### config.mk
export PLATFORM = sky130hd
export DESIGN_NAME = iq_phase_rotator
export DESIGN_NICKNAME = d
export VERILOG_FILES = /design/src/rtl/iq_phase_rotator.sv
export SDC_FILE = /design/constraint.sdc
export NUM_CORES = 2
export LEC_CHECK = 0
export BUFFER_PORTS_ARGS = -buffer_cell sky130_fd_sc_hd__buf_2
export CAP_MARGIN = 20
export CORE_AREA = 5 5 345 347
export CTS_BUF_LIST = sky130_fd_sc_hd__clkbuf_4 sky130_fd_sc_hd__clkbuf_8
export CTS_CLUSTER_SIZE = 20
export DETAILED_ROUTE_END_ITERATION = 10
export DIE_AREA = 0 0 350 352
export GPL_TIMING_DRIVEN = 0
export PLACE_DENSITY_LB_ADDON = 0.12
export REMOVE_ABC_BUFFERS = 1
export SKIP_CTS_REPAIR_TIMING = 1
export SYNTH_ARGS = -nofsm -noshare
export SYNTH_HDL_FRONTEND = slang
export SYNTH_SLANG_ARGS = --single-unit
export TNS_END_PERCENT = 1
### constraint.sdc
create_clock -name clk -period 9.4 [get_ports clk]
set_clock_uncertainty 0.15 [all_clocks]
set_input_delay 0.47 -clock clk [delete_from_list [all_inputs] [get_ports clk]]
set_output_delay 0.47 -clock clk [all_outputs]
set_load 0.03 [all_outputs]
### src/rtl/iq_phase_rotator.sv
module iq_phase_rotator #(
  parameter int DW   = 8,
  parameter int CW   = 8,
  parameter int FRAC = 6
) (
  input  logic                 clk,
  input  logic                 rst,
  input  logic                 in_valid,
  input  logic signed [DW-1:0] in_i,
  input  logic signed [DW-1:0] in_q,
  input  logic signed [CW-1:0] coef_a,
  input  logic signed [CW-1:0] coef_b,
  output logic                 out_valid,
  output logic signed [DW-1:0] out_i,
  output logic signed [DW-1:0] out_q
);
  localparam int LANES = 4;
  localparam int LW    = $clog2(LANES);
  localparam int PW    = DW + CW;
  localparam int SW    = PW + 2;
  localparam logic signed [SW-1:0] RND  = SW'(2 ** (FRAC - 1));
  localparam logic signed [SW-1:0] OMAX = SW'(2 ** (DW - 1) - 1);
  localparam logic signed [SW-1:0] OMIN = -OMAX - SW'(1);

  function automatic logic signed [DW-1:0] fix(input logic signed [SW-1:0] s);
    logic signed [SW-1:0] t;
    t = (s + RND) >>> FRAC;
    if (t > OMAX)      fix = OMAX[DW-1:0];
    else if (t < OMIN) fix = OMIN[DW-1:0];
    else               fix = t[DW-1:0];
  endfunction

  logic [LW-1:0]        wr_lane, rd_lane;
  logic [LANES-1:0]     fin_v;
  logic signed [DW-1:0] res_i [LANES];
  logic signed [DW-1:0] res_q [LANES];

  always_ff @(posedge clk) begin
    if (rst)           wr_lane <= '0;
    else if (in_valid) wr_lane <= wr_lane + LW'(1);
  end

  always_ff @(posedge clk) begin
    if (rst)            rd_lane <= '0;
    else if (out_valid) rd_lane <= rd_lane + LW'(1);
  end

  for (genvar k = 0; k < LANES; k++) begin : g_lane
    logic signed [DW-1:0] si, sq;
    logic signed [CW-1:0] ca, cb;
    logic signed [PW-1:0] p_ia, p_qb, p_ib, p_qa;
    logic signed [PW-1:0] r_ia, r_qb, r_ib, r_qa;
    logic signed [DW-1:0] oi, oq;
    logic [3:0]           v;
    wire take = in_valid && (wr_lane == LW'(k));

    always_ff @(posedge clk) begin
      if (rst) v <= '0;
      else     v <= {v[2:0], take};
    end

    always_ff @(posedge clk) begin
      if (take) begin
        si <= in_i;
        sq <= in_q;
        ca <= coef_a;
        cb <= coef_b;
      end
      p_ia <= si * ca;
      p_qb <= sq * cb;
      p_ib <= si * cb;
      p_qa <= sq * ca;
      r_ia <= p_ia;
      r_qb <= p_qb;
      r_ib <= p_ib;
      r_qa <= p_qa;
      oi   <= fix(SW'(r_ia) - SW'(r_qb));
      oq   <= fix(SW'(r_ib) + SW'(r_qa));
    end

    assign fin_v[k] = v[3];
    assign res_i[k] = oi;
    assign res_q[k] = oq;
  end

  assign out_valid = fin_v[rd_lane];
  assign out_i     = res_i[rd_lane];
  assign out_q     = res_q[rd_lane];

  logic [2:0] since_rst;
  always_ff @(posedge clk) begin
    if (rst)                  since_rst <= '0;
    else if (since_rst != 4)  since_rst <= since_rst + 3'd1;
  end


  lat_fwd_chk: assert property (@(posedge clk) disable iff (rst)
    (since_rst == 4 && $past(in_valid, 4)) |-> out_valid);


  lat_bwd_chk: assert property (@(posedge clk) disable iff (rst)
    (since_rst == 4 && out_valid) |-> $past(in_valid, 4));


  one_lane_chk: assert property (@(posedge clk) disable iff (rst)
    $onehot0(fin_v));


  lane_align_chk: assert property (@(posedge clk) disable iff (rst)
    (|fin_v) |-> fin_v[rd_lane]);


  rst_clr_chk: assert property (@(posedge clk) disable iff (rst)
    $past(rst) |-> (wr_lane == '0 && rd_lane == '0 && !out_valid));
endmodule

==> flow_results.org <==
** Global routing
- The initial antenna violation count was 14.
- The first global-routing pass estimated approximately 220 mm of wire.
- Vias in the first global route :: 43,360
- Largest net degree at the start of global routing :: 34
- Total GRT Usage :: 0.2303
- Congestion Overflow GR :: 0

** Placement
- Pre-CTS worst setup slack :: 3.835 ns
- Once detailed placement completed, the half-perimeter wirelength came to ~110 mm.
- Quantity of I/O buffers inserted on ports :: 51
- At the end of routability-driven placement, the weighted congestion stood at 0.8345.

** CTS
- Clock-pin slew was measured on the worst setup and hold paths at 0.06 ns.
- The later pin in the worst-skew pair is clocked with a latency of roughly 0.85 ns.
- H-Tree Level Count :: 4
- TritonCTS built the clock tree.
- The clock net in this run drives a total of 724 sinks.
- Counting along the longest clock path gives a buffer depth of 3.
- Clock tree synthesis selected as its root buffer the cell sky130_fd_sc_hd__clkbuf_8.
- Number of buffers added by the clock tree synthesis step :: 133

** Drt
- For this run, design rule violations remaining after detail routing come to 0.
- Final ANT Viol Nets :: 0
- In the routed layout, each cell is associated on average with a via count of 5.056.
- Across all layers, the routed design uses about 41,000 vias.
- DR WL/cell :: 16.99 um
- First DRT Iteration DRCs :: 1,831
- The pre-antenna-repair detailed-routing pass consisted of 5 iterations.
- Summed over all layers, the routed wires come to 136.3 mm.

** Die
- From bottom edge to top edge, the die measures 352 um.
- Chip width :: 350 um
- Effective utilization at floorplan :: 0.5452
- Area enclosed by the die boundary :: 123,200 um^2
- Core box area :: 115,600 um^2
- Pin placement for this block handled 52 I/O pins.
- The floorplan has roughly 130 rows.

** Synth
- The most used flip-flop cell after synthesis is sky130_fd_sc_hd__dfxtp_1.
- After technology mapping, the gate count stands at roughly 6,300.
- After synthesis the netlist holds a flip-flop and latch count of 724.
- Post-synthesis cell type with the largest combined area :: sky130_fd_sc_hd__fa_1
- Averaged over all synthesized cells, the footprint is 10.02 um^2.
- Cell types with the largest area share after synthesis :: sky130_fd_sc_hd__fa_1 (28%), sky130_fd_sc_hd__dfxtp_1 (19%), sky130_fd_sc_hd__ha_1 (14%)
- After synthesis the cells add up to 63,010 um^2.
- Fraction of post-synthesis cell area in the top cell type by area :: 0.2796
- Yosys mapped a number of flops with a built-in enable equal to 128.
- Sequential-to-total area share from yosys stat :: 0.2503
- Post-synthesis cell type count :: 77
- Synthesis warning total :: 0
- In the synthesized netlist the async set-or-reset flop fraction comes to 0.

** Critical path
- Critical path's slowest cell :: sky130_fd_sc_hd__edfxtp_1
- Critical Path End :: g_lane[2].p_qb[14]
- Crit. End Element :: register
- Cell repeated most along the worst path :: sky130_fd_sc_hd__fa_1
- Reg2reg path depth :: 16
- Critical path type :: register to register
- CP required :: around 10 ns
- The worst register-to-register path ends at g_lane[2].p_qb[14].
- Setup slack of the worst register-to-register path :: around 3.8 ns
- In this run the worst setup path begins at g_lane[2].cb[7].
- In this run the critical register-to-register path is launched from g_lane[2].cb[7].
- Maximum fanout encountered on the critical timing path :: 10
- Walking the worst path, the cells encountered are clkinv_1 > nor2_1 > fa_1 > fa_1 > fa_1 > inv_1 > fa_1 > inv_1 > ha_1 > a21boi_0 > o21ai_0 > a21boi_0 > o21ai_0 > a21boi_0 > nand3_1 > o211ai_1.
- Data arrives at the worst endpoint at 6.24 ns.
- Kind of start point of the critical path :: register
- Critical Path Max Stage Delay :: 0.76 ns

** STA
- Headroom to the max-slew limit came out at 0.3014.
- Setup Total Neg Slack :: 0 ns
- Slew @ Worst Pin :: slightly above 1 ns
- Setup WS post-layout :: 3.760 ns
- Number of pins with negative max-slew slack in the final report :: 0
- Based on the critical path, the design can be clocked at up to 0.1773 GHz.
- The final-report hold violation count came to 0.
- Dividing the final minimum period by the clock period gives 0.6000.
- Setup repair after global routing left no endpoint under its margin.
- Final count of negative-setup-slack endpoints :: 0
- The clock period could shrink to about 5.6 ns.

** Power
- Worst IR Drop VDD :: 0.3142 mV
- Clock share of power :: 0.190
- Combinational group share of total power :: 0.567
- The design draws around 20 mW.
- Cell internal power was estimated by the tool at 11.47 mW.
- Of the total power, registers draw 0.243.
- Leakage power figure :: 33.66 nW
- Of the total power, the share spent switching nets is 0.4245.
- Net Sw Power :: between 8 and 9 mW
- In this run the power density over the cells is 290.8 nW/um^2.

** Run status
- Run status :: completed

** Final layout
- Area grow syn2layout :: 8.717%
- The layout has 10,020 filler cells.
- Of the cells placed in the final design, the portion with a size suffix greater than 1 is 0.05625.
- At the end of the flow, the number of nets in the layout was 8,003.
- Summing all flip-flop and latch instances after layout gives 15,780 um^2.
- Summing all multi-input logic gate instances after layout gives 41,230 um^2.
- In the layout the commonest cells are sky130_fd_sc_hd__inv_1 (1,468), sky130_fd_sc_hd__fa_1 (880), sky130_fd_sc_hd__ha_1 (708).
- Leaving out fill and tap cells, the most frequent cell in the layout is sky130_fd_sc_hd__inv_1.

** Job
- Total of max-cap violations :: 0

** Worst hold path
- The min-delay analysis places its worst path in the category register to register.
==> cells in the mapped netlist, types with 38 or more instances <==
library cell	number
sky130_fd_sc_hd__a21oi_1	97
sky130_fd_sc_hd__nand2b_1	44
sky130_fd_sc_hd__inv_1	1468
sky130_fd_sc_hd__xor2_1	44
sky130_fd_sc_hd__nor3_1	39
sky130_fd_sc_hd__nand3_1	49
sky130_fd_sc_hd__clkbuf_1	130
sky130_fd_sc_hd__nor2b_1	117
sky130_fd_sc_hd__a21boi_0	38
sky130_fd_sc_hd__fa_1	880
sky130_fd_sc_hd__a21o_1	67
sky130_fd_sc_hd__and2_1	673
sky130_fd_sc_hd__nor2_1	207
sky130_fd_sc_hd__ha_1	708
sky130_fd_sc_hd__o21ai_0	127
sky130_fd_sc_hd__edfxtp_1	128
sky130_fd_sc_hd__nand2_1	341
sky130_fd_sc_hd__xnor2_1	245
sky130_fd_sc_hd__dfxtp_1	596
==> through the flow <==
step	hold WS, ns	std cells	area, um^2	utilization
2_1_floorplan	0.1596	6154	62520	-
3_3_place_gp	0.1604	7729	64680	0.5596
3_5_place_dp	0.1621	7733	64730	0.5600
4_1_cts	-0.2879	7977	68120	0.5894
5_1_grt	0.1315	8015	68490	0.5926
6_report	0.1356	8022	68510	0.5927
==> logic make-up (layout without fill, tap and decap cells) <==
kind of cell               count (synthesis)  after routing  share of synthesized area
AOI/OAI and AO/OA                        503            503                    0.05377
xor gates and xnor gates                 289            289                    0.04017
adders and majority gates               1591           1591                     0.4206
buffers and inverters                   1603           1806                    0.09549
DFF                                      724            724                     0.2503
muxes                                     40             40                   0.009988
other                                      0              9                          0
and+or+nand+nor                         1536           1536                     0.1296
==> power groups by stage <==
stage / clock [mW] / sequential, mW / combinational [mW]
detailed placement: 0 / 4.90 / 11.3
CTS: 3.89 / 4.85 / 11.4
global route: 4.02 / 4.93 / 12.9
finish: 3.78 / 4.83 / 11.3
global placement: 0 / 4.89 / 11.1
floorplan: 0 / 4.62 / 8.55
==> how the worst min path moves through the flow <==
stage | startpoint | to | slack (ns) | cells past startpoint
5_1_grt | g_lane[2].p_qa[0] | g_lane[2].r_qa[0] | 0.13 | 0
3_5_place_dp | g_lane[0].p_qb[15] | g_lane[0].r_qb[15] | 0.16 | 0
3_3_place_gp | g_lane[2].p_ia[1] | g_lane[2].r_ia[1] | 0.16 | 0
6_report | g_lane[2].p_qa[0] | g_lane[2].r_qa[0] | 0.14 | 0
4_1_cts | in_valid | wr_lane[0] | -0.29 | 3
2_1_floorplan | g_lane[0].p_ia[0] | g_lane[0].r_ia[0] | 0.16 | 0
==> sequential cells by signal, summed over array words and instances (netlist names) <==
register	count
g_lane.r_ia	64
g_lane.r_ib	64
g_lane.oi	32
g_lane.ca	32
rd_lane	2
g_lane.r_qa	64
g_lane.p_ia	64
g_lane.p_qb	64
g_lane.v	16
g_lane.cb	32
g_lane.p_ib	64
wr_lane	2
g_lane.si	32
g_lane.oq	32
g_lane.sq	32
g_lane.r_qb	64
g_lane.p_qa	64
==> routing by layer <==
layer	global-route usage	routed length, um
met2	0.3887	65660
met1	0.3065	59640
met4	0.07908	4106
met3	0.03170	6929
met5	0	0
==> worst max-delay path, delay by kind of cell, from the launching register on <==
family	cells	cell delay, ns
adders and majority gates	5	2.18
DFF	1	0.76
buffers and inverters	3	0.67
AOI/OAI and AO/OA	6	1.40
and+or+nand+nor	2	0.38
==> final cells by class <==
class                           instances  area share
Tap cell                             1524     0.02783
Antenna cell                            9   0.0003287
Multi-Input combinational cell       3959      0.6018
Timing Repair Buffer                   91    0.009680
Inverter                             1471     0.08060
Clock inverter                         59     0.01432
Clock buffer                          185     0.03516
Sequential cell                       724      0.2303
(Power assumes the default switching activity.)
